**src/rtl/tmr_pkg.sv**
```systemverilog
// Package: shared types for the timer channel.
// Holds the mode codes, the sequencing state and the operation word passed
// from the start controller to the counter datapath.
package tmr_pkg;

    localparam int unsigned MODE_W = 3;

    typedef enum logic [MODE_W-1:0] {
        MD_INTERVAL    = 3'd0,
        MD_EVENT       = 3'd1,
        MD_CAPTURE     = 3'd2,
        MD_ONESHOT     = 3'd3,
        MD_CAP_ONESHOT = 3'd4
    } tmr_mode_e;

    typedef enum logic [1:0] {
        ST_IDLE = 2'd0,
        ST_WAIT = 2'd1,
        ST_PEND = 2'd2,
        ST_RUN  = 2'd3
    } tmr_state_e;

    typedef struct packed {
        logic ld_data;
        logic ld_zero;
        logic dec;
        logic inc;
        logic capture;
        logic irq;
    } tmr_op_t;

    // Counts up (capture style) in codes 2 and 4.
    function automatic logic mode_up(input logic [MODE_W-1:0] m);
        return (m == MD_CAPTURE) || (m == MD_CAP_ONESHOT);
    endfunction

    // Needs a hardware trigger to run in codes 3 and 4.
    function automatic logic mode_oneshot(input logic [MODE_W-1:0] m);
        return (m == MD_ONESHOT) || (m == MD_CAP_ONESHOT);
    endfunction

    function automatic logic mode_event(input logic [MODE_W-1:0] m);
        return m == MD_EVENT;
    endfunction

endpackage

```
**src/rtl/tmr_start_ctl.sv**
```systemverilog
// Start controller: owns the enable flag and the sequencing state
// (idle, armed for trigger, load pending, running) and turns the strobes and
// pulses of one cycle into a single operation word for the datapath.
// Assumes mode_sel is held steady while the channel is enabled.
module tmr_start_ctl
    import tmr_pkg::*;
#(
    parameter int unsigned MW = MODE_W
) (
    input  logic          clk,
    input  logic          rst_n,
    input  logic [MW-1:0] mode_sel,
    input  logic          sw_start,
    input  logic          sw_stop,
    input  logic          cnt_tick,
    input  logic          ext_event,
    input  logic          start_trig,
    input  logic          cnt_zero,
    output logic          en_q,
    output tmr_op_t       op
);

    tmr_state_e st_q, st_n;
    logic       en_n;
    logic       is_up, is_one, is_evt, tick_src;

    // Mode classification used by every decision below.
    always_comb begin
        is_up    = mode_up(mode_sel);
        is_one   = mode_oneshot(mode_sel);
        is_evt   = mode_event(mode_sel);
        tick_src = is_evt ? ext_event : cnt_tick;
    end

    // Next state, next enable and datapath operation for this cycle.
    always_comb begin
        st_n = st_q;
        en_n = en_q;
        op   = '0;
        if (sw_stop) begin
            en_n = 1'b0;
            st_n = ST_IDLE;
        end else if (sw_start && !(is_one && en_q)) begin
            en_n = 1'b1;
            if (is_evt) begin
                op.ld_data = 1'b1;
                st_n       = ST_RUN;
            end else if (is_one) begin
                st_n = ST_WAIT;
            end else begin
                st_n = ST_PEND;
            end
        end else begin
            unique case (st_q)
                ST_WAIT: if (start_trig) st_n = ST_PEND;
                ST_PEND: begin
                    if (cnt_tick) begin
                        op.ld_zero = is_up;
                        op.ld_data = !is_up;
                        st_n       = ST_RUN;
                    end
                end
                ST_RUN: begin
                    if (is_up) begin
                        if (start_trig) begin
                            op.capture = 1'b1;
                            op.irq     = 1'b1;
                            if (is_one) st_n = ST_WAIT;
                            else        op.inc = cnt_tick;
                        end else begin
                            op.inc = cnt_tick;
                        end
                    end else if (tick_src) begin
                        if (cnt_zero) begin
                            op.irq = 1'b1;
                            if (is_one) st_n = ST_WAIT;
                            else        op.ld_data = 1'b1;
                        end else begin
                            op.dec = 1'b1;
                        end
                    end
                end
                default: ;
            endcase
        end
    end

    // State and enable registers.
    always_ff @(posedge clk) begin
        if (!rst_n) begin
            st_q <= ST_IDLE;
            en_q <= 1'b0;
        end else begin
            st_q <= st_n;
            en_q <= en_n;
        end
    end

    // a start without stop enables the channel.
    a_r2_start_enables: assert property (@(posedge clk) disable iff (!rst_n)
        (sw_start && !sw_stop) |=> en_q);

    // stop clears the enable and returns to idle.
    a_r9_stop_to_idle: assert property (@(posedge clk) disable iff (!rst_n)
        sw_stop |=> (!en_q && st_q == ST_IDLE));

    // an armed channel stays armed until a trigger or stop arrives.
    a_r7_armed_waits: assert property (@(posedge clk) disable iff (!rst_n)
        (st_q == ST_WAIT && !start_trig && !sw_stop) |=> st_q == ST_WAIT);

    // input assumption, mode is steady while enabled.
    a_r12_mode_steady: assert property (@(posedge clk) disable iff (!rst_n)
        (en_q && $past(en_q)) |-> $stable(mode_sel));

endmodule

```
**src/rtl/tmr_count_core.sv**
```systemverilog
// Counter datapath: applies the operation word to the counter and data
// registers and registers the interrupt pulse. Assumes at most one counter
// operation is set in a cycle (guaranteed by the start controller).
module tmr_count_core
    import tmr_pkg::*;
#(
    parameter int unsigned W = 16
) (
    input  logic         clk,
    input  logic         rst_n,
    input  tmr_op_t      op,
    input  logic         data_wr,
    input  logic [W-1:0] data_wr_val,
    output logic [W-1:0] count_q,
    output logic [W-1:0] data_q,
    output logic         irq_q,
    output logic         cnt_zero
);

    localparam logic [W-1:0] ONE = {{(W-1){1'b0}}, 1'b1};

    assign cnt_zero = (count_q == '0);

    // Counter register update.
    always_ff @(posedge clk) begin
        if (!rst_n)          count_q <= '0;
        else if (op.ld_data) count_q <= data_q;
        else if (op.ld_zero) count_q <= '0;
        else if (op.dec)     count_q <= count_q - ONE;
        else if (op.inc)     count_q <= count_q + ONE;
    end

    // Data register: capture has precedence over a write.
    always_ff @(posedge clk) begin
        if (!rst_n)          data_q <= '0;
        else if (op.capture) data_q <= count_q;
        else if (data_wr)    data_q <= data_wr_val;
    end

    // Interrupt pulse register.
    always_ff @(posedge clk) begin
        if (!rst_n) irq_q <= 1'b0;
        else        irq_q <= op.irq;
    end

    // a capture moves the counter value into the data register.
    a_r6_capture_copies: assert property (@(posedge clk) disable iff (!rst_n)
        op.capture |=> data_q == $past(count_q));

endmodule

```
**src/rtl/tmr_chan_start.sv**
```systemverilog
// Top: one timer channel with mode-dependent start handling. Connects the
// start controller to the counter datapath. Assumes pulses on cnt_tick,
// ext_event and start_trig are already synchronous one-cycle strobes.
module tmr_chan_start
    import tmr_pkg::*;
#(
    parameter int unsigned W = 16
) (
    input  logic              clk,
    input  logic              rst_n,
    input  logic [MODE_W-1:0] mode_sel,
    input  logic              sw_start,
    input  logic              sw_stop,
    input  logic              cnt_tick,
    input  logic              ext_event,
    input  logic              start_trig,
    input  logic              data_wr,
    input  logic [W-1:0]      data_wr_val,
    output logic [W-1:0]      count_q,
    output logic [W-1:0]      data_q,
    output logic              enable_q,
    output logic              irq_q
);

    tmr_op_t op;
    logic    cnt_zero;

    tmr_start_ctl #(.MW(MODE_W)) u_ctl (
        .clk        (clk),
        .rst_n      (rst_n),
        .mode_sel   (mode_sel),
        .sw_start   (sw_start),
        .sw_stop    (sw_stop),
        .cnt_tick   (cnt_tick),
        .ext_event  (ext_event),
        .start_trig (start_trig),
        .cnt_zero   (cnt_zero),
        .en_q       (enable_q),
        .op         (op)
    );

    tmr_count_core #(.W(W)) u_core (
        .clk         (clk),
        .rst_n       (rst_n),
        .op          (op),
        .data_wr     (data_wr),
        .data_wr_val (data_wr_val),
        .count_q     (count_q),
        .data_q      (data_q),
        .irq_q       (irq_q),
        .cnt_zero    (cnt_zero)
    );

    // the counter is frozen by a stop.
    a_r9_stop_keeps_count: assert property (@(posedge clk) disable iff (!rst_n)
        sw_stop |=> count_q == $past(count_q));

    // in event mode a start loads the data register at once.
    a_r5_event_start_loads: assert property (@(posedge clk) disable iff (!rst_n)
        (sw_start && !sw_stop && mode_sel == MD_EVENT) |=> count_q == $past(data_q));

endmodule

```
**config.mk**
```make
export PLATFORM = sky130hd
export DESIGN_NAME = tmr_chan_start
export DESIGN_NICKNAME = d
export VERILOG_FILES = /design/src/rtl/tmr_pkg.sv /design/src/rtl/tmr_start_ctl.sv /design/src/rtl/tmr_count_core.sv /design/src/rtl/tmr_chan_start.sv
export SDC_FILE = /design/constraint.sdc
export NUM_CORES = 1
export LEC_CHECK = 0
export BUFFER_PORTS_ARGS = -buffer_cell sky130_fd_sc_hd__buf_2
export CAP_MARGIN = 0
export CELL_PAD_IN_SITES_DETAIL_PLACEMENT = 1
export CELL_PAD_IN_SITES_GLOBAL_PLACEMENT = 1
export CORE_MARGIN = 2
export CORE_UTILIZATION = 43
export CTS_CLUSTER_SIZE = 14
export DETAILED_ROUTE_END_ITERATION = 7
export HOLD_SLACK_MARGIN = 0.05
export PLACE_DENSITY_LB_ADDON = 0.3
export SETUP_SLACK_MARGIN = 0.2
export SLEW_MARGIN = 20
export SYNTH_ARGS = -nofsm -noshare
export SYNTH_HDL_FRONTEND = slang
export SYNTH_SLANG_ARGS = --single-unit
export TNS_END_PERCENT = 5
```
**constraint.sdc**
```tcl
create_clock -name clk -period 5.71 [get_ports clk]
set_input_delay 0.571 -clock clk [delete_from_list [all_inputs] [get_ports clk]]
set_output_delay 0.571 -clock clk [all_outputs]
set_load 0.05 [all_outputs]
```
**Word level (Yosys, flattened, before mapping)**

Cells that the tools add are included.

- Bits in registers: 36
- Output and inout bits: 34
- Logic and storage cells: 74

- $add $sub $neg: 2
- Equality and inequality tests: 12
- Mux-type cells: 40
- Bitwise gates (word level): 2
- Reduce and logical (&&, ||, !) cells: 13

Operator list:

| kind | count |
|---|---|
| two-way mux 16 bit | 6 |
| two-way mux 2 bit | 13 |
| adder 16 x 1 -> 16 bit, second input constant | 1 |
| logical NOT 16 bit | 1 |
| two-way mux 1 bit | 16 |
| subtractor 16 x 1 -> 16 bit, second input constant | 1 |
| nonzero test 4 bit | 2 |
| equality test 3 x 2 -> 1 bit, second input constant | 2 |
| two-way mux 6 bit | 1 |
| inequality test 3 x 2 -> 1 bit, second input constant | 2 |
| case mux 2 bit (3 select lines) | 1 |
| AND reduction 6 bit | 1 |
| two-way mux 5 bit | 1 |
| equality test 2 bit, second input constant | 2 |
| two-way mux 4 bit | 1 |
| inequality test 4 x 1 -> 1 bit, second input constant | 1 |
| inequality test 4 x 2 -> 1 bit, second input constant | 1 |
| inequality test 4 bit, second input constant | 1 |
| OR reduction 4 bit | 1 |
| equality test 3 x 1 -> 1 bit, second input constant | 1 |
| equality test 3 bit, second input constant | 1 |
| equality test 2 x 1 -> 1 bit, second input constant | 1 |
| logical AND 1 bit | 2 |
| logical NOT 1 bit | 2 |
| other kinds (5) | 7 |

**Longest topological paths before layout**

Gate-level depths: netlist of the first run.

- Word-level depth: 13
- Mapped depth: 14
- Mapped depth without buffers: 13

**By module**

From an unflattened synthesis of the first run, not the netlist that was laid out.

- Cell total of the unflattened synthesis: 337
- Area total of the unflattened synthesis: 2,686.3 um2

By module, submodules not included:

| module | instances | cells an instance | area an instance (um2) | seq. area each (um2) |
|---|---|---|---|---|
| tmr_count_core | 1 | 282 | 2,275.9 | 660.6 |
| tmr_start_ctl | 1 | 55 | 410.4 | 60.1 |

**Worst setup path after synthesis of the first run**

Ideal clock, no wire load.

- Path type: input -> register
- From: in mode_sel[1]
- To: reg u_core.count_q[14]
- Arrival: 3.953 ns
- Data required time: 5.632 ns
- Setup slack: 1.679 ns
- Stages: 14
- Path buffers: 1
- Cells stage by stage: buf_4 -> or3_1 -> a31o_1 -> a211o_1 -> or2_2 -> inv_1 -> ha_1 -> nor2b_1 -> o31ai_1 -> a211oi_1 -> or4_1 -> nand4_1 -> a221oi_2 -> nor3_1

- Word-level cells in the longest chain between the ends: 10
- Elaborated cells on any way between the ends: 32

Ends and longest elaborated chain:

| item | RTL line | text |
|---|---|---|
| start, declared | tmr_chan_start.sv:11 | `input logic [MODE_W-1:0] mode_sel,` |
| equality test 3 x 2 -> 1 bit (tied with other cells) | tmr_pkg.sv:39 | `return (m == MD_ONESHOT) \|\| (m == MD_CAP_ONESHOT);` |
| logical OR 1 bit or two-way mux 1 bit (tied branches) | tmr_pkg.sv:39, tmr_start_ctl.sv:32 |  |
| two-way mux 1 bit (tied with other cells) | tmr_start_ctl.sv:76 | `if (is_one) st_n = ST_WAIT;` |
| two-way mux 1 bit (tied with other cells) | tmr_start_ctl.sv:74 | `if (cnt_zero) begin` |
| two-way mux 1 bit (tied with other cells) | tmr_start_ctl.sv:73 | `end else if (tick_src) begin` |
| two-way mux 1 bit or two-way mux 5 bit (tied branches) | tmr_start_ctl.sv:64, tmr_start_ctl.sv:43 |  |
| case mux 1 bit (2 select lines) or two-way mux 6 bit (tied branches) | tmr_start_ctl.sv:54, tmr_start_ctl.sv:40 |  |
| two-way mux 1 bit or two-way mux 16 bit (tied branches) | tmr_start_ctl.sv:43, tmr_count_core.sv:29 |  |
| two-way mux 6 bit * | tmr_start_ctl.sv:40 | `if (sw_stop) begin` |
| nonzero test 4 bit (no line) or two-way mux 16 bit (tied branches) | - |  |
| end signal, assigned | tmr_count_core.sv:27 | `else if (op.ld_data) count_q <= data_q;` |
| end signal, assigned | tmr_count_core.sv:29 | `else if (op.dec) count_q <= count_q - ONE;` |
| end signal, assigned | tmr_count_core.sv:30 | `else if (op.inc) count_q <= count_q + ONE;` |
| end, declared | tmr_count_core.sv:14 | `output logic [W-1:0] count_q,` |

Every way passes the cells marked *; elsewhere a longest branch is shown, timed or not.
A chain may end at the register's enable or synchronous reset.

**Worst setup path in the final report of the first run**

- From: in mode_sel[2]
- To: reg u_core.count_q[14]

The elaborated chain is that of the path after synthesis.

==> flow_summary_export.csv, run 1 <==
group,metric,value,unit
critical_path,cp_data_required_time,5920,ps
logic_synthesis,syn_inst,306,
floorplan,start_util,44.1,%
timing,worst_pin_slew,1080,ps
critical_path,crit_arrival,4440,ps
place,detailed_place.area,2880,µm²
critical_path,cp-end-kind,"flop",
power_and_ir_drop,internal-power,0.420,mW
critical_path,startpoint_to_endpoint_class_of_the_critical_path,"input port to flop",
power_and_ir_drop,p_leak,1.40,nW
cells_and_area,nFillCells,720,
timing,clock.fmax,0.236,GHz
power_and_ir_drop,pwr-share-seq,45.2,%
global_routing,grt_first_pass_wirelength,12500,µm
cts,ctsHoldBuffers,0,
detailed_routing,detailroute.wirelength.met2,3820,µm
cts,htree_levels,2,
global_routing,maximum_number_of_pins_on_one_net_before_global_route_repair,33,
floorplan,rows,28,
floorplan,io-pin-count,61,
logic_synthesis,yosysWarnings,0,
power_and_ir_drop,power_density,199,nW/µm²
power_and_ir_drop,clock_power_share,38.9,%
logic_synthesis,post_synth_instance_area,2580,µm²
detailed_routing,route.antenna.remaining_nets,0,
global_routing,grt_antenna_before_repair,0,
detailed_routing,drtPass1Iterations,4,
cts,ctsLongestPathBuffers,2,
detailed_routing,post-route-drc-count,0,
cells_and_area,area_growth_syn_to_layout,15.9,%
timing,post-route-period-util,74.1,%
floorplan,dieArea,6640,µm²
power_and_ir_drop,design_power_total,0.595,mW
floorplan,core_area,5850,µm²
timing,finalMaxSlewViolations,0,
floorplan,fp.dieW,81.5,µm
job,timing.max_cap.violations,0,
cells_and_area,seq_area,721,µm²
place,cell_count_post_placement,424,
timing,setup_viol,0,
cells_and_area,top_library_cells_by_usage_in_the_layout_fill_and_taps_aside,"60 x sky130_fd_sc_hd__buf_2, 40 x sky130_fd_sc_hd__nor2_1, 36 x sky130_fd_sc_hd__dfxtp_1",
cells_and_area,nets,398,
detailed_routing,vias_per_cell,5.97,
cells_and_area,stdcell_area,2990,µm²
logic_synthesis,synthesis.nets,348,
cells_and_area,num_antenna_cells,0,
cells_and_area,post_route_cells_drive_above_1_share,23.8,%
place,dp.final_hpwl,5620,µm
logic_synthesis,synthDistinctLibCells,53,
timing,relSlewSlack,27.6,%
global_routing,grt-ovfl-total,0,
run_status,outcome,"complete, no violations",
cells_and_area,most_common_cell_after_layout_fill_and_taps_aside,"sky130_fd_sc_hd__buf_2",
logic_synthesis,ys_ff_latch,36,
floorplan,die-height,81.5,µm
cts,clock-sinks,36,
cts,clkSlewWorstSetupHoldPaths,90,ps
worst_hold_path,min-delay-path-class,"flop to flop",
logic_synthesis,yosysSeqAreaShare,27.9,%
place,replace_congestion,0.834,
cts,cts_repair_resize_count,0,
timing,rsz0062_at_grt,"false",
timing,fin_worst_skew,12.8,ps
critical_path,worstPathMaxFanout,14,
cells_and_area,multi_input_area,1730,µm²
global_routing,track_usage,24.6,%
logic_synthesis,syn_area_per_cell,8.44,µm²
cts,cts_root_buffer,"sky130_fd_sc_hd__clkbuf_8",
detailed_routing,route.layer.met1.wl,3610,µm
timing,min_period,4230,ps
timing,fin_tns_setup,0,ps
power_and_ir_drop,swShare,29.4,%
detailed_routing,routed-wl-met3,235,µm
detailed_routing,route.vias.total,2579,
power_and_ir_drop,switching_power,0.175,mW
detailed_routing,postRouteWirelength,7820,µm
cts,clock_insertion_delay_worst_skew,300,ps
power_and_ir_drop,combPwrFrac,15.9,%
detailed_routing,drt_first_iter_violations,97,
critical_path,r2r_slack,1680,ps
detailed_routing,routed.top_layer,"met4",
cts,clock_tree_from_tritoncts,"yes",
detailed_routing,post_drt_wl_per_cell,18.1,µm
cts,tritoncts.num_buffers,5,
critical_path,cp-start-kind,"input port",
place,io_buffer_count,60,
cells_and_area,finish.cell_count_without_fillers,432,
timing,finalHoldViolations,0,
cts,post-cts-setup-buffer-count,0,
global_routing,grt_pass1_vias,2524,
power_and_ir_drop,max-vdd-ir-drop,130,µV
## power groups by stage
stage / Combinational [mW] / Sequential [mW] / Clock [mW]
2_1_floorplan: 0.0413 / 0.300 / 0
4_1_cts: 0.0951 / 0.269 / 0.234
6_report: 0.0949 / 0.269 / 0.231
5_1_grt: 0.102 / 0.270 / 0.245
3_5_place_dp: 0.0940 / 0.275 / 0
3_3_place_gp: 0.0922 / 0.274 / 0
## metrics by stage
stage	utilization, %	setup slack (ps)	hold slack [ps]
global placement	49.2	1390	476
global route	51.1	1180	537
finish	51.1	1480	504
CTS	51.1	1490	506
floorplan	-	1680	566
detailed placement	49.2	1230	486
## worst max-delay path, stage by stage
cell,delay (ps)
sky130_fd_sc_hd__buf_2,140
sky130_fd_sc_hd__or3_1,370
sky130_fd_sc_hd__a31o_1,240
sky130_fd_sc_hd__a211o_1,340
sky130_fd_sc_hd__or2_2,330
sky130_fd_sc_hd__inv_1,400
sky130_fd_sc_hd__ha_1,380
sky130_fd_sc_hd__nor2b_1,170
sky130_fd_sc_hd__o31ai_1,400
sky130_fd_sc_hd__a211oi_1,180
sky130_fd_sc_hd__or4_1,510
sky130_fd_sc_hd__nand4_1,120
sky130_fd_sc_hd__a221oi_2,70
sky130_fd_sc_hd__nor3_1,210
## registers in the layout, indices dropped and copies added, names as in the netlist
signal,count
u_core.count_q,16
u_core.irq_q,1
u_ctl.st_q,2
u_core.data_q,16
u_ctl.en_q,1
## layer usage
| metal | vias up | track usage (%) |
|---|---|---|
| li1 | 1253 | - |
| met1 | 1259 | 31.5 |
| met2 | 53 | 41.8 |
| met3 | 14 | 4.18 |
| met4 | 0 | 8.14 |
| met5 | - | 0 |
## Yosys cell counts (all sizes together)
cell | n | area, µm²
a2111o | 2 | 22.5
a211o | 2 | 17.5
a211oi | 24 | 180
a21boi | 1 | 7.51
a21o | 6 | 45.0
a21oi | 12 | 75.1
a221o | 1 | 10.0
a221oi | 14 | 166
a22o | 1 | 8.76
a22oi | 3 | 22.5
a311oi | 1 | 8.76
a31o | 2 | 17.5
a31oi | 2 | 12.5
and2 | 1 | 6.26
and4 | 1 | 8.76
buf | 9 | 66.3
clkbuf | 8 | 30.0
dfxtp | 36 | 721
fa | 1 | 20.0
ha | 14 | 175
inv | 10 | 37.5
mux2 | 1 | 11.3
mux2i | 17 | 170
nand2 | 17 | 63.8
nand2b | 6 | 37.5
nand3 | 4 | 20.0
nand3b | 1 | 7.51
nand4 | 2 | 12.5
nor2 | 40 | 150
nor2b | 3 | 26.3
nor3 | 17 | 85.1
nor3b | 2 | 20.0
nor4 | 5 | 31.3
o211ai | 2 | 15.0
o21a | 1 | 7.51
o21ai | 10 | 50.1
o21ba | 1 | 10.0
o21bai | 2 | 15.0
o2bb2ai | 1 | 8.76
o31ai | 1 | 7.51
or2 | 3 | 18.8
or3 | 4 | 25.0
or4 | 2 | 15.0
xnor2 | 11 | 96.3
xor2 | 2 | 17.5
## path summary, 6_finish.rpt
kind	start	endpoint	cells past startpoint
worst max-delay path	mode_sel[2]	u_core.count_q[14]	14
worst min-delay path	u_core.data_q[12]	u_core.count_q[12]	2
worst max register to register	u_core.count_q[0]	u_core.count_q[14]	13
worst min register to register	u_core.data_q[12]	u_core.count_q[12]	2
## cell families (layout without fill, tap and decap cells)
| family | count (synthesis) | after routing | synth area share, % |
|---|---|---|---|
| XOR/XNOR | 13 | 13 | 4.41 |
| flip-flops | 36 | 36 | 27.9 |
| multiplexers | 18 | 18 | 7.03 |
| AO/OA/AOI/OAI | 89 | 89 | 27.4 |
| adder cells (fa/ha/maj) | 15 | 15 | 7.56 |
| buffers and inverters | 27 | 78 | 5.19 |
| AND/OR/NAND/NOR | 108 | 108 | 20.5 |
## cell type report
cell class,instances,share of cell area (%)
multi-input cells,243,57.7
clock inverters,3,1.42
repair buffers,60,10.0
clock buffers,5,2.30
inverters,10,1.26
flip-flops and latches,36,24.1
well taps,75,3.14
Note: power is estimated with default switching activity, not from simulation.
==> inputs of run 2 (changes only) <==
--- a/config.mk
+++ b/config.mk
@@ -10,7 +10,7 @@
 export CELL_PAD_IN_SITES_DETAIL_PLACEMENT = 1
 export CELL_PAD_IN_SITES_GLOBAL_PLACEMENT = 1
 export CORE_MARGIN = 2
-export CORE_UTILIZATION = 43
+export CORE_UTILIZATION = 40
 export CTS_CLUSTER_SIZE = 14
 export DETAILED_ROUTE_END_ITERATION = 7
 export HOLD_SLACK_MARGIN = 0.05
==> constraint.sdc (replaced) <==
create_clock -name clk -period 4.2 [get_ports clk]
set_input_delay 0.42 -clock clk [delete_from_list [all_inputs] [get_ports clk]]
set_output_delay 0.42 -clock clk [all_outputs]
set_load 0.05 [all_outputs]
==> run 2 against run 1 <==
Compared with the run above:
- die area increased by 7.1%
- sequential share of layout area decreased by 0.68 points
- total power increased by 37%
- sequential cell count unchanged
- critical path type unchanged
- largest cell class unchanged
- largest power group unchanged
- highest routed layer unchanged
==> flow_summary_export.csv, run 2 (synthesis results as in run 1) <==
group,metric,value,unit
global_routing,track_usage,23.0,%
detailed_routing,post_drt_wl_per_cell,18.5,µm
cts,cts_root_buffer,"sky130_fd_sc_hd__clkbuf_8",
timing,finalWorstSetupSlack,456,ps
floorplan,start_util,41.1,%
cells_and_area,nets,402,
timing,clock.fmax,0.267,GHz
cells_and_area,most_common_cell_after_layout_fill_and_taps_aside,"sky130_fd_sc_hd__buf_2",
detailed_routing,vias_per_cell,5.96,
cts,ctsLongestPathBuffers,2,
cells_and_area,multi_input_area,1760,µm²
global_routing,grt_first_pass_wirelength,13400,µm
cells_and_area,post_route_cells_drive_above_1_share,26.6,%
critical_path,cp-start-kind,"input port",
timing,fin_hold_ws,390,ps
cells_and_area,final_util,49.0,%
timing,fin_worst_skew,10.2,ps
cts,clock_tree_from_tritoncts,"yes",
detailed_routing,post-route-drc-count,0,
cells_and_area,finish.cell_count_without_fillers,438,
floorplan,die-height,84.3,µm
critical_path,cp_data_required_time,4410,ps
cells_and_area,area_growth_syn_to_layout,19.2,%
global_routing,maximum_number_of_pins_on_one_net_before_global_route_repair,33,
cells_and_area,top_library_cells_by_usage_in_the_layout_fill_and_taps_aside,"60 x sky130_fd_sc_hd__buf_2, 40 x sky130_fd_sc_hd__nor2_1, 36 x sky130_fd_sc_hd__dfxtp_1",
detailed_routing,route.vias.total,2611,
timing,min_period,3740,ps
power_and_ir_drop,design_power_total,0.815,mW
cells_and_area,largestRegisters,"u_core.count_q: 16 flops, u_core.data_q: 16 flops, u_ctl.st_q: 2 flops",
timing,setup_viol,0,
detailed_routing,route.layer.met1.wl,3750,µm
detailed_routing,postRouteWirelength,8080,µm
detailed_routing,route.antenna.remaining_nets,0,
timing,relSlewSlack,32.4,%
power_and_ir_drop,max-vdd-ir-drop,139,µV
place,replace_congestion,0.849,
timing,post-route-period-util,89.1,%
floorplan,fp.dieW,84.3,µm
critical_path,crit_arrival,3950,ps
cts,htree_levels,2,
place,dp_slack,58.2,ps
job,timing.max_cap.violations,0,
cells_and_area,num_antenna_cells,0,
cts,tritoncts.num_buffers,5,
cts,clock_insertion_delay_worst_skew,300,ps
global_routing,grt_antenna_before_repair,0,
timing,worst_pin_slew,1010,ps
timing,finalHoldViolations,0,
floorplan,io-pin-count,61,
timing,finalMaxSlewViolations,0,
place,detailed_place.area,2920,µm²
global_routing,grt-ovfl-total,0,
place,cell_count_post_placement,430,
place,dp.final_hpwl,5790,µm
timing,rsz0062_at_grt,"false",
floorplan,core_area,6280,µm²
critical_path,cp-end-kind,"flop",
worst_hold_path,min-delay-path-class,"input port to flop",
critical_path,worstPathMaxFanout,9,
power_and_ir_drop,p_leak,1.42,nW
cells_and_area,nFillCells,785,
cells_and_area,stdcell_area,3080,µm²
power_and_ir_drop,power_density,265,nW/µm²
global_routing,grt_pass1_vias,2671,
cells_and_area,seq_area,721,µm²
floorplan,dieArea,7110,µm²
floorplan,rows,29,
timing,fin_tns_setup,0,ps
run_status,outcome,"complete, no violations",
detailed_routing,drtPass1Iterations,4,
detailed_routing,detailroute.wirelength.met2,3960,µm
cts,post-cts-setup-buffer-count,0,
cts,clkSlewWorstSetupHoldPaths,80,ps
place,io_buffer_count,60,
detailed_routing,drt_first_iter_violations,105,
detailed_routing,routed-wl-met3,261,µm
critical_path,startpoint_to_endpoint_class_of_the_critical_path,"input port to flop",
cts,clock-sinks,36,
detailed_routing,routed.top_layer,"met4",
==> run 2: final timing paths <==
| path | from | to | slack [ps] | depth (start not counted) |
|---|---|---|---|---|
| worst min register to register | u_core.data_q[12] | u_core.count_q[12] | 500 | 2 |
| worst max-delay path | mode_sel[2] | u_core.count_q[14] | 460 | 15 |
| worst max register to register | u_core.count_q[1] | u_core.count_q[14] | 510 | 14 |
| worst min-delay path | rst_n | u_core.count_q[15] | 390 | 2 |
==> run 2: critical path, stage by stage <==
cell and delay (ps):
sky130_fd_sc_hd__buf_2 140, sky130_fd_sc_hd__or3_1 370, sky130_fd_sc_hd__a31o_1 240, sky130_fd_sc_hd__a211o_1 340, sky130_fd_sc_hd__or2_2 340, sky130_fd_sc_hd__clkinvlp_4 160, sky130_fd_sc_hd__buf_12 140, sky130_fd_sc_hd__ha_1 300
sky130_fd_sc_hd__a21oi_2 190, sky130_fd_sc_hd__a21oi_1 90, sky130_fd_sc_hd__a211o_1 310, sky130_fd_sc_hd__or4_1 500, sky130_fd_sc_hd__nand4_1 130, sky130_fd_sc_hd__a221oi_2 70, sky130_fd_sc_hd__nor3_1 190
==> run 2: repair_timing <==
item	4_1_cts	5_1_grt
hold buffers	0	0
gates resized for setup	0	7
hold endpoints to repair	0	0
endpoints found under the setup margin	0	4
==> run 2: final cells by class <==
class,instances,share of cell area [%]
clock buffer,5,2.24
timing repair buffer,64,11.1
multi-input combinational,243,57.3
inverter,10,1.34
sequential,36,23.4
clock inverter,3,1.38
tap,77,3.13
==> run 2: layer usage <==
metal	track usage, %	vias to the layer above
met5	0	-
met1	31.1	1292
li1	-	1259
met2	38.0	50
met4	6.49	0
met3	3.93	10
==> run 2: where the power goes <==
part	switching [mW]	total [mW]	internal, mW
Combinational	0.0869	0.130	0.0428
Sequential	0.0129	0.366	0.353
Clock	0.144	0.319	0.176
==> inputs of run 3 (changes only) <==
--- a/config.mk
+++ b/config.mk
@@ -8,9 +8,9 @@
 export BUFFER_PORTS_ARGS = -buffer_cell sky130_fd_sc_hd__buf_2
 export CAP_MARGIN = 0
 export CELL_PAD_IN_SITES_DETAIL_PLACEMENT = 1
-export CELL_PAD_IN_SITES_GLOBAL_PLACEMENT = 1
+export CELL_PAD_IN_SITES_GLOBAL_PLACEMENT = 2
 export CORE_MARGIN = 2
-export CORE_UTILIZATION = 40
+export CORE_UTILIZATION = 31
 export CTS_CLUSTER_SIZE = 14
 export DETAILED_ROUTE_END_ITERATION = 7
 export HOLD_SLACK_MARGIN = 0.05
==> run 3 against run 2 <==
Compared with the run above:
- first-iteration DRC count fell by 19%
- core utilization fell by 11 points
- clock skew fell by 5.7 ps
- combinational power barely moved
==> flow_summary_export.csv, run 3 (synthesis results as in run 1) <==
group,metric,value,unit
run_status,outcome,"complete, no violations",
cts,clock-sinks,36,
detailed_routing,postRouteWirelength,8210,µm
cts,cts_root_buffer,"sky130_fd_sc_hd__clkbuf_8",
floorplan,rows,33,
power_and_ir_drop,switching_power,0.240,mW
cts,clock_tree_from_tritoncts,"yes",
detailed_routing,drt_first_iter_violations,85,
timing,rsz0062_at_grt,"false",
global_routing,track_usage,18.9,%
detailed_routing,route.vias.total,2581,
cells_and_area,post_route_cells_drive_above_1_share,27.6,%
critical_path,critical-path-slowest-cell,"sky130_fd_sc_hd__or4_1",
power_and_ir_drop,clock_power_share,34.1,%
cells_and_area,most_common_cell_after_layout_fill_and_taps_aside,"sky130_fd_sc_hd__buf_2",
timing,post-route-period-util,87.3,%
cts,clkSlewWorstSetupHoldPaths,80,ps
place,dp_slack,187,ps
worst_hold_path,min-delay-path-class,"input port to flop",
critical_path,cpMostUsedCell,"sky130_fd_sc_hd__a211o_1",
global_routing,grt_pass1_vias,2613,
detailed_routing,vias_per_cell,5.43,
detailed_routing,post_drt_wl_per_cell,17.3,µm
place,replace_congestion,0.833,
cts,ctsLongestPathBuffers,2,
timing,fin_worst_skew,4.54,ps
critical_path,cp-end-kind,"flop",
floorplan,die-height,95.3,µm
detailed_routing,route.antenna.remaining_nets,0,
power_and_ir_drop,pwr-share-seq,48.4,%
timing,min_period,3660,ps
job,timing.max_cap.violations,0,
cells_and_area,num_antenna_cells,0,
critical_path,cp_data_required_time,4400,ps
power_and_ir_drop,internal-power,0.514,mW
critical_path,critical_path_buf_inv_count,2,
global_routing,maximum_number_of_pins_on_one_net_before_global_route_repair,33,
cts,htree_levels,2,
critical_path,critical_path.cell_chain,"nor4_2 > and4_1 > a211o_1 > or2_2 > clkinvlp_4 > buf_4 > ha_1 > nand3_1 > a21oi_1 > a211o_1 > or4_1 > nand4_1 > a221oi_2 > nor3_1",
power_and_ir_drop,max-vdd-ir-drop,108,µV
critical_path,startpoint_to_endpoint_class_of_the_critical_path,"flop to flop",
timing,relSlewSlack,30.2,%
timing,worst_pin_slew,1040,ps
power_and_ir_drop,p_leak,1.45,nW
floorplan,fp.dieW,95.3,µm
critical_path,crit_arrival,3860,ps
floorplan,io-pin-count,61,
global_routing,grt_first_pass_wirelength,13300,µm
floorplan,dieArea,9070,µm²
timing,fin_tns_setup,0,ps
place,dp.final_hpwl,6020,µm
detailed_routing,drtPass1Iterations,4,
global_routing,grt_antenna_before_repair,0,
power_and_ir_drop,power_density,242,nW/µm²
cells_and_area,area_growth_syn_to_layout,20.8,%
floorplan,core_area,8130,µm²
critical_path,timing.critical_path.max_delay_family,"simple AND/OR/NAND/NOR gates",
timing,finalHoldViolations,0,
detailed_routing,post-route-drc-count,0,
critical_path,cp-start-kind,"flop",
critical_path,worstPathMaxFanout,9,
cells_and_area,top_library_cells_by_usage_in_the_layout_fill_and_taps_aside,"60 x sky130_fd_sc_hd__buf_2, 40 x sky130_fd_sc_hd__nor2_1, 36 x sky130_fd_sc_hd__dfxtp_1",
global_routing,grt-ovfl-total,0,
floorplan,start_util,31.7,%
timing,finalWorstSetupSlack,535,ps
timing,finalMaxSlewViolations,0,
critical_path,critPathMaxStageDelay,510,ps
cells_and_area,nets,411,
power_and_ir_drop,combPwrFrac,17.5,%
cts,ctsHoldBuffers,0,
timing,clock.fmax,0.273,GHz
place,io_buffer_count,60,
timing,setup_viol,0,
cts,clock_insertion_delay_worst_skew,290,ps
cts,tritoncts.num_buffers,5,
cells_and_area,largestRegisters,"u_core.count_q: 16 flops, u_core.data_q: 16 flops, u_ctl.st_q: 2 flops",
power_and_ir_drop,swShare,31.9,%
-- run 3: worst reg2reg max path, cell delays in order (launching register included) --
cell                         delay [ps]
sky130_fd_sc_hd__dfxtp_1            390
sky130_fd_sc_hd__nor4_2             410
sky130_fd_sc_hd__and4_1             280
sky130_fd_sc_hd__a211o_1            170
sky130_fd_sc_hd__or2_2              160
sky130_fd_sc_hd__clkinvlp_4         190
sky130_fd_sc_hd__buf_4              210
sky130_fd_sc_hd__ha_1               370
sky130_fd_sc_hd__nand3_1            120
sky130_fd_sc_hd__a21oi_1             70
sky130_fd_sc_hd__a211o_1            310
sky130_fd_sc_hd__or4_1              510
sky130_fd_sc_hd__nand4_1            120
sky130_fd_sc_hd__a221oi_2            60
sky130_fd_sc_hd__nor3_1             210
-- run 3: what timing repair did --
| action | in CTS | in global routing |
|---|---|---|
| setup buffers | 0 | 0 |
| resized for setup | 0 | 3 |
| setup endpoints to repair | 0 | 2 |
-- run 3: power by group through the flow --
| stage | combinational, mW | sequential, mW | clock (mW) |
|---|---|---|---|
| after global routing | 0.143 | 0.367 | 0.283 |
| after floorplan | 0.0562 | 0.408 | 0 |
| after CTS | 0.133 | 0.365 | 0.270 |
| after detailed placement | 0.132 | 0.373 | 0 |
| final | 0.132 | 0.365 | 0.257 |
| after global placement | 0.130 | 0.373 | 0 |
-- run 3: worst paths after layout --
path / cells past startpoint / slack (ps) / to / from
setup / recovery: 14 / 540 / u_core.count_q[14] / u_core.count_q[10]
hold / removal: 2 / 390 / u_core.count_q[15] / rst_n
setup reg to reg: 14 / 540 / u_core.count_q[14] / u_core.count_q[10]
hold reg to reg: 2 / 510 / u_core.count_q[12] / u_core.data_q[12]
-- run 3: per-layer routing --
metal / track usage, % / part of all wire [%] / vias to the layer above
met5: 0 / 0 / -
met4: 4.35 / 1.0 / 0
met3: 2.69 / 2.7 / 8
met2: 32.2 / 48 / 44
met1: 25.1 / 48 / 1253
li1: - / - / 1276
-- run 3: layout make-up --
type | instances | area [µm²]
Clock buffer | 5 | 68.8
Timing Repair Buffer | 73 | 398
Multi-Input combinational cell | 243 | 1740
Fill cell | 1006 | 5010
Sequential cell | 36 | 721
Clock inverter | 3 | 18.8
Inverter | 10 | 41.3
Tap cell | 105 | 131
-- run 3: per-stage QoR --
step | instance area, µm² | hold WS (ps) | util (%) | cells | total power [mW]
final | 3120 | 394 | 38.3 | 475 | 0.754
after global routing | 3120 | 406 | 38.3 | 475 | 0.794
after CTS | 3100 | 381 | 38.1 | 475 | 0.768
after detailed placement | 3010 | 495 | 37.1 | 467 | 0.505
after global placement | 3010 | 481 | 37.1 | 467 | 0.503
after floorplan | 2580 | 531 | - | 306 | 0.464
